`config.mk`:
```
export PLATFORM = sky130hd
export DESIGN_NAME = rtt_timer_unit
export DESIGN_NICKNAME = d
export VERILOG_FILES = /design/src/rtl/rtt_pkg.sv /design/src/rtl/rtt_rst_sync.sv /design/src/rtl/rtt_elapsed.sv /design/src/rtl/rtt_period.sv /design/src/rtl/rtt_timer_unit.sv
export SDC_FILE = /design/constraint.sdc
export NUM_CORES = 1
export LEC_CHECK = 0
export ABC_AREA = 1
export BUFFER_PORTS_ARGS = -buffer_cell sky130_fd_sc_hd__buf_4
export CORE_MARGIN = 2
export CORE_UTILIZATION = 62
export CTS_BUF_LIST = sky130_fd_sc_hd__clkbuf_4 sky130_fd_sc_hd__clkbuf_8
export DETAILED_ROUTE_END_ITERATION = 6
export PLACE_DENSITY = 0.79
export SLEW_MARGIN = 20
export SYNTH_ARGS = -nofsm -noshare
export SYNTH_HDL_FRONTEND = slang
export SYNTH_SLANG_ARGS = --single-unit
```
`constraint.sdc`:
```
create_clock -name clk -period 11.25 [get_ports clk]
set_input_delay 2.25 -clock clk [delete_from_list [all_inputs] [get_ports clk]]
set_output_delay 2.25 -clock clk [all_outputs]
set_load 0.01 [all_outputs]
```
`src/rtl/rtt_pkg.sv`:
```
package rtt_pkg;
  localparam int unsigned WORD_W   = 16;
  localparam int unsigned ADDR_W   = 6;
  localparam int unsigned IDX_W    = ADDR_W - 1;
  localparam int unsigned CNT_W    = 48;
  localparam int unsigned RLD_W    = 32;
  localparam int unsigned N_PER    = 3;
  localparam int unsigned N_SRC    = N_PER + 1;
  // word indices (byte offset >> 1)
  localparam int unsigned CNT_IDX  = 0;
  localparam int unsigned MCH_IDX  = 4;
  localparam int unsigned PER_IDX  = 8;
  localparam int unsigned PER_STEP = 4;
  localparam int unsigned STAT_IDX = 31;

  typedef enum logic [1:0] {
    SRC_MATCH = 2'd0,
    SRC_PER0  = 2'd1,
    SRC_PER1  = 2'd2,
    SRC_PER2  = 2'd3
  } src_e;
endpackage

```
`src/rtl/rtt_rst_sync.sv`:
```
module rtt_rst_sync (
  input  logic clk,
  input  logic rst_n,
  output logic rst_sync_n
);
  logic [1:0] stage_q;

  always_ff @(posedge clk or negedge rst_n) begin
    if (!rst_n) stage_q <= 2'b00;
    else        stage_q <= {stage_q[0], 1'b1};
  end

  assign rst_sync_n = stage_q[1];
endmodule

```
`src/rtl/rtt_elapsed.sv`:
```
module rtt_elapsed #(
  parameter int unsigned CNT_W  = 48,
  parameter int unsigned WORD_W = 16
) (
  input  logic                  clk,
  input  logic                  rst_n,
  input  logic                  tick_i,
  input  logic [CNT_W/WORD_W-1:0] cnt_we_i,
  input  logic [CNT_W/WORD_W-1:0] mch_we_i,
  input  logic [WORD_W-1:0]     wdata_i,
  output logic [CNT_W-1:0]      cnt_o,
  output logic [CNT_W-1:0]      mch_o,
  output logic                  match_o
);
  localparam int unsigned NW = CNT_W / WORD_W;

  logic [CNT_W-1:0] cnt_q, cnt_d;
  logic [CNT_W-1:0] mch_q, mch_d;
  logic [CNT_W-1:0] cnt_inc;
  logic             any_cnt_we;

  assign any_cnt_we = |cnt_we_i;
  assign cnt_inc    = cnt_q + CNT_W'(1);

  always_comb begin
    cnt_d = cnt_q;
    mch_d = mch_q;
    if (any_cnt_we) begin
      for (int w = 0; w < NW; w++) begin
        if (cnt_we_i[w]) cnt_d[w*WORD_W +: WORD_W] = wdata_i;
      end
    end else if (tick_i) begin
      cnt_d = cnt_inc;
    end
    for (int w = 0; w < NW; w++) begin
      if (mch_we_i[w]) mch_d[w*WORD_W +: WORD_W] = wdata_i;
    end
  end

  always_ff @(posedge clk or negedge rst_n) begin
    if (!rst_n) begin
      cnt_q <= '0;
      mch_q <= '0;
    end else begin
      cnt_q <= cnt_d;
      mch_q <= mch_d;
    end
  end

  assign match_o = tick_i && !any_cnt_we && (cnt_inc == mch_q);
  assign cnt_o   = cnt_q;
  assign mch_o   = mch_q;

  // a tick without a count write advances the count by one
  a_r2_advance: assert property (@(posedge clk) disable iff (!rst_n)
    (tick_i && !any_cnt_we) |=> (cnt_q == $past(cnt_q) + CNT_W'(1)));
  // without a tick and without a write the count holds
  a_r2_hold: assert property (@(posedge clk) disable iff (!rst_n)
    (!tick_i && !any_cnt_we) |=> (cnt_q == $past(cnt_q)));
  // a match event leaves the count equal to the match value
  a_r4_match: assert property (@(posedge clk) disable iff (!rst_n)
    (match_o && !(|mch_we_i)) |=> (cnt_q == mch_q));
endmodule

```
`src/rtl/rtt_period.sv`:
```
module rtt_period #(
  parameter int unsigned RLD_W  = 32,
  parameter int unsigned WORD_W = 16
) (
  input  logic                    clk,
  input  logic                    rst_n,
  input  logic                    tick_i,
  input  logic [RLD_W/WORD_W-1:0] rld_we_i,
  input  logic [WORD_W-1:0]       wdata_i,
  output logic [RLD_W-1:0]        rld_o,
  output logic [RLD_W-1:0]        cur_o,
  output logic                    evt_o
);
  localparam int unsigned NW = RLD_W / WORD_W;

  logic [RLD_W-1:0] rld_q, rld_d;
  logic [RLD_W-1:0] cur_q, cur_d;
  logic             enabled;

  assign enabled = (rld_q != '0);

  always_comb begin
    rld_d = rld_q;
    for (int w = 0; w < NW; w++) begin
      if (rld_we_i[w]) rld_d[w*WORD_W +: WORD_W] = wdata_i;
    end
  end

  always_comb begin
    cur_d = cur_q;
    if (tick_i) begin
      if (!enabled)                  cur_d = '0;
      else if (cur_q <= RLD_W'(1))   cur_d = rld_q;
      else                           cur_d = cur_q - RLD_W'(1);
    end
  end

  always_ff @(posedge clk or negedge rst_n) begin
    if (!rst_n) begin
      rld_q <= '0;
      cur_q <= '0;
    end else begin
      rld_q <= rld_d;
      cur_q <= cur_d;
    end
  end

  assign evt_o = tick_i && enabled && (cur_q == RLD_W'(1));
  assign rld_o = rld_q;
  assign cur_o = cur_q;

  // a zero reload forces the count to zero on a tick
  a_r8_disabled: assert property (@(posedge clk) disable iff (!rst_n)
    (tick_i && rld_q == '0) |=> (cur_q == '0));
  // an event reloads the count from the reload value
  a_r7_reload: assert property (@(posedge clk) disable iff (!rst_n)
    evt_o |=> (cur_q == $past(rld_q)));
  // the count only moves on a tick
  a_r7_idle: assert property (@(posedge clk) disable iff (!rst_n)
    !tick_i |=> (cur_q == $past(cur_q)));
endmodule

```
`src/rtl/rtt_timer_unit.sv`:
```
module rtt_timer_unit
  import rtt_pkg::*;
(
  input  logic              clk,
  input  logic              rst_n,
  input  logic              tick,
  input  logic              wr_en,
  input  logic [ADDR_W-1:0] addr,
  input  logic [WORD_W-1:0] wdata,
  output logic [WORD_W-1:0] rdata,
  output logic [N_SRC-1:0]  irq
);
  localparam int unsigned CNT_NW = CNT_W / WORD_W;
  localparam int unsigned RLD_NW = RLD_W / WORD_W;

  logic             rst_i_n;
  logic [IDX_W-1:0] widx;
  logic [CNT_NW-1:0] cnt_we, mch_we;
  logic [CNT_W-1:0] cnt_val, mch_val;
  logic             match_evt;
  logic [RLD_W-1:0] per_rld [N_PER];
  logic [RLD_W-1:0] per_cur [N_PER];
  logic [N_PER-1:0] per_evt;
  logic [N_SRC-1:0] stat_q, stat_d, stat_set, stat_clr;

  assign widx = addr[ADDR_W-1:1];

  rtt_rst_sync u_rst (
    .clk        (clk),
    .rst_n      (rst_n),
    .rst_sync_n (rst_i_n)
  );

  genvar gw;
  generate
    for (gw = 0; gw < CNT_NW; gw++) begin : g_cnt_we
      assign cnt_we[gw] = wr_en && (widx == IDX_W'(CNT_IDX + gw));
      assign mch_we[gw] = wr_en && (widx == IDX_W'(MCH_IDX + gw));
    end
  endgenerate

  rtt_elapsed #(.CNT_W(CNT_W), .WORD_W(WORD_W)) u_elapsed (
    .clk      (clk),
    .rst_n    (rst_i_n),
    .tick_i   (tick),
    .cnt_we_i (cnt_we),
    .mch_we_i (mch_we),
    .wdata_i  (wdata),
    .cnt_o    (cnt_val),
    .mch_o    (mch_val),
    .match_o  (match_evt)
  );

  genvar gp, gr;
  generate
    for (gp = 0; gp < N_PER; gp++) begin : g_per
      logic [RLD_NW-1:0] rld_we;
      for (gr = 0; gr < RLD_NW; gr++) begin : g_we
        assign rld_we[gr] = wr_en &&
          (widx == IDX_W'(PER_IDX + gp*PER_STEP + gr));
      end
      rtt_period #(.RLD_W(RLD_W), .WORD_W(WORD_W)) u_per (
        .clk      (clk),
        .rst_n    (rst_i_n),
        .tick_i   (tick),
        .rld_we_i (rld_we),
        .wdata_i  (wdata),
        .rld_o    (per_rld[gp]),
        .cur_o    (per_cur[gp]),
        .evt_o    (per_evt[gp])
      );
    end
  endgenerate

  // status: events set, write-one clears, set wins
  assign stat_set = {per_evt, match_evt};
  assign stat_clr = (wr_en && widx == IDX_W'(STAT_IDX)) ? wdata[N_SRC-1:0] : '0;

  always_comb begin
    stat_d = (stat_q & ~stat_clr) | stat_set;
  end

  always_ff @(posedge clk or negedge rst_i_n) begin
    if (!rst_i_n) stat_q <= '0;
    else          stat_q <= stat_d;
  end

  assign irq = stat_q;

  // read mux
  always_comb begin
    rdata = '0;
    for (int w = 0; w < CNT_NW; w++) begin
      if (widx == IDX_W'(CNT_IDX + w)) rdata = cnt_val[w*WORD_W +: WORD_W];
      if (widx == IDX_W'(MCH_IDX + w)) rdata = mch_val[w*WORD_W +: WORD_W];
    end
    for (int p = 0; p < N_PER; p++) begin
      for (int w = 0; w < RLD_NW; w++) begin
        if (widx == IDX_W'(PER_IDX + p*PER_STEP + w))
          rdata = per_rld[p][w*WORD_W +: WORD_W];
        if (widx == IDX_W'(PER_IDX + p*PER_STEP + RLD_NW + w))
          rdata = per_cur[p][w*WORD_W +: WORD_W];
      end
    end
    if (widx == IDX_W'(STAT_IDX)) rdata = {{(WORD_W-N_SRC){1'b0}}, stat_q};
  end

  // an event always lands in the status word
  a_r6_set_wins: assert property (@(posedge clk) disable iff (!rst_i_n)
    (|stat_set) |=> ((stat_q & $past(stat_set)) == $past(stat_set)));
  // set bits that are not cleared stay set
  a_r5_sticky: assert property (@(posedge clk) disable iff (!rst_i_n)
    1'b1 |=> ((stat_q & $past(stat_q & ~stat_clr)) == $past(stat_q & ~stat_clr)));
  // a clear without a coincident event empties the bit
  a_r5_clear: assert property (@(posedge clk) disable iff (!rst_i_n)
    (|(stat_clr & ~stat_set)) |=> ((stat_q & $past(stat_clr & ~stat_set)) == '0));
  // a disabled timer never raises an event
  a_r8_no_evt: assert property (@(posedge clk) disable iff (!rst_i_n)
    (per_rld[0] == '0) |-> !per_evt[0]);
endmodule

```
==> flow_metrics.py <==
metrics = {
    "route": {
        "wl_per_cell_um": 20.9,
        "num_vias": 19900,
        "drt_iter0_markers": 2758,
        "ant_nets": 0,
        "drt_pre_antenna_iters": 6,
        "drt-total-wl_mm": 66.8,
        "drc": 0,
        "via_per_inst": 6.22,
    },
    "final_layout": {
        "final_common_cell": "nand2_1",
        "drive_above_1_share": 0.0950,
        "fillers": 2665,
        "final_area_sq_mm": 0.0208,
        "area_growth_pct": 9.30,
        "ff_latch_area_sq_mm": 0.00736,
        "antenna_cells": 0,
        "final_cell_mix": "nand2_1, o21ai_0, dfrtp_1",
        "multi_input_area_sq_mm": 0.0102,
        "nets": 2792,
    },
    "sta": {
        "maxClockFrequency_ghz": 0.124,
        "rsz0062_at_grt": "no",
        "relSlewSlack": 0.266,
        "worst_pin_slew_ns": 1.10,
        "slew_viol_final": 0,
        "tns_ns": 0,
        "clock_skew_ns": 0.0395,
        "fin_crit_sh": 0.715,
        "min_period_ns": 8.05,
        "finalSetupViolCount": 0,
        "hold_viol_final": 0,
    },
    "clocking": {
        "cts-root-buf": "clkbuf_8",
        "htree_levels": 2,
        "postCtsSetupBuffers": 0,
        "clock_latency_ns": 0.64,
        "cts_hold_buf": 0,
        "clock_sinks": 294,
        "ctsResizeCount": 0,
        "ctsLongestPathBuffers": 3,
        "cts_tree": "done",
        "clk_pin_slew_ns": 0.06,
        "cts_buffers": 51,
    },
    "critical_path": {
        "crit_path_max_incr_delay_ns": 0.82,
        "rrSetupSlack_ns": 8.22,
        "crit_chain": "buf_4 -> nor2_1 -> nand2_1 -> nor2_1 -> nand2_1 -> nand3_1 -> nor2_1 -> nand4_1 -> nand2_1 -> nand4_1 -> nand2_1 -> nand4_1 -> nor2_1 -> a21oi_1 -> buf_4",
        "crit_family": "simple AND/OR/NAND/NOR gates",
        "rr_endpoint": "irq[0]",
        "worst-path-buf-inv": 2,
        "worst-path-max-fanout": 11,
        "start_kind": "primary input",
        "crit_required_ns": 9.00,
        "r2r_cells": 16,
        "timing.rr.start": "u_elapsed.cnt_o[0]",
        "crit_path_top_delay_cell": "nor2_1",
        "critPathArrivalTime_ns": 5.80,
        "crit_type": "in -> out",
        "worst-path-stages": 15,
        "cp-end-kind": "output port",
    },
    "global_route": {
        "gr-total-overflow": 0,
        "grt_util_all_layers": 0.421,
        "first_global_vias": 18000,
        "grt_max_degree": 76,
        "grt_pass1_wl_mm": 103,
        "antenna_found_initial": 1,
    },
    "min_path": {
        "hold_class": "reg -> async",
    },
    "placed_design": {
        "portBuffers": 44,
        "hpwl_mm": 47.2,
        "place_congestion": 1.07,
        "dpl_cell_area_sq_mm": 0.0196,
    },
    "die": {
        "die_height_um": 179,
        "num_io_pins": 46,
        "core_sq_mm": 0.0304,
        "num_rows": 64,
        "fp.dieArea_sq_mm": 0.0321,
        "die_x_um": 179,
        "start_util": 0.625,
    },
    "synth": {
        "ys_ff_latch": 294,
        "yosys_warnings": 0,
        "synth_area_per_cell_sq_um": 6.93,
        "seq_area_frac_synth": 0.387,
        "synthesis.instances": 2744,
        "syn_area_sq_mm": 0.0190,
        "synthFlopType": "dfrtp_1",
        "syn_nets": 2777,
        "yosys.area.top_type_share": 0.387,
        "async_flop_share": 1.00,
        "ys_types": 48,
        "synth_top_area_cell": "dfrtp_1",
        "synth_edf_count": 0,
        "ys_top_cells_by_area": "dfrtp_1, nand2_1, o21ai_0",
    },
    "outcome": {
        "status": "finished clean",
    },
    "job": {
        "maxCapViolCount": 0,
    },
    "pwr": {
        "p_sw_frac": 0.415,
        "power_frac_comb": 0.343,
        "p_sw_mw": 1.78,
        "irDropWorstVdd_mv": 0.170,
        "pwr-share-seq": 0.397,
        "p_leak_nw": 9.83,
        "power_per_cell_area_mw_per_mm2": 207,
        "p_int_mw": 2.51,
        "p_clk_frac": 0.260,
    },
}
[worst max path at each step]
stage	startpoint	end	slack (ns)
after floorplan	u_rst.stage_q[1]	g_per[0].u_per.cur_o[0]	2.45
after global placement	addr[1]	rdata[6]	3.54
after detailed placement	addr[1]	rdata[6]	3.49
after CTS	addr[1]	rdata[6]	3.49
after global routing	addr[1]	rdata[5]	3.19
final	addr[1]	rdata[5]	3.20
[layout make-up]
cell class	instances	area share
multi-input cells	2062	0.489
inverters	279	0.0504
repair buffers	71	0.0262
clock buffers	89	0.0538
flip-flops and latches	294	0.354
well taps	396	0.0238
clock inverters	4	0.00247
[cell usage after synthesis, drive strengths merged (20+ instances only)]
master	instances
dfrtp	294
a21oi	65
a31oi	22
nand3	127
nor4	30
or2	20
nand2	802
buf	32
o21ai	349
nor2	300
nor3	66
xor2	79
nand4	81
inv	278
clkbuf	77
o22ai	24
o211ai	42
[through the flow]
step / cells / setup WS (ns) / total power, mW / hold slack [ns] / utilization
floorplan: 2744 / 2.45 / 2.71 / 0.331 / -
global placement: 3101 / 3.54 / 3.06 / 0.122 / 0.644
detailed placement: 3101 / 3.49 / 3.13 / 0.126 / 0.644
CTS: 3194 / 3.49 / 4.25 / 0.123 / 0.682
global route: 3195 / 3.19 / 4.56 / 0.139 / 0.683
finish: 3195 / 3.20 / 4.29 / 0.122 / 0.683
[power by group through the flow]
stage	Sequential [mW]	Clock [mW]	Combinational [mW]
after floorplan	1.59	0	1.12
final	1.71	1.12	1.47
after global placement	1.69	0	1.37
after global routing	1.73	1.17	1.66
after CTS	1.69	1.12	1.44
after detailed placement	1.70	0	1.43
[metal layers]
metal  wire [um]  GRT usage  vias to the layer above
met5           0    0.00801                        -
met4        3420      0.195                        0
met3        8650     0.0861                      240
met2       28500      0.618                     1360
met1       26200      0.598                     9246
li1            -          -                     9042
[state kept, by name (all words and copies together), names as in the netlist]
register,flops
g_per.u_per.cur_o,96
g_per.u_per.rld_o,96
u_elapsed.cnt_o,48
u_elapsed.mch_o,48
irq,4
u_rst.stage_q,2
[cell families (layout without fill, tap and decap cells)]
kind of cell / after synthesis / count (layout) / synth area share
other: 1 / 1 / 0.000197
AO/OA/AOI/OAI: 518 / 518 / 0.148
flip-flops: 294 / 294 / 0.387
AND/OR/NAND/NOR: 1433 / 1433 / 0.329
adder cells (fa/ha/maj): 7 / 7 / 0.00460
buffers and inverters: 388 / 443 / 0.0791
XOR/XNOR: 103 / 103 / 0.0524
Note: power is estimated with default switching activity, not from simulation.
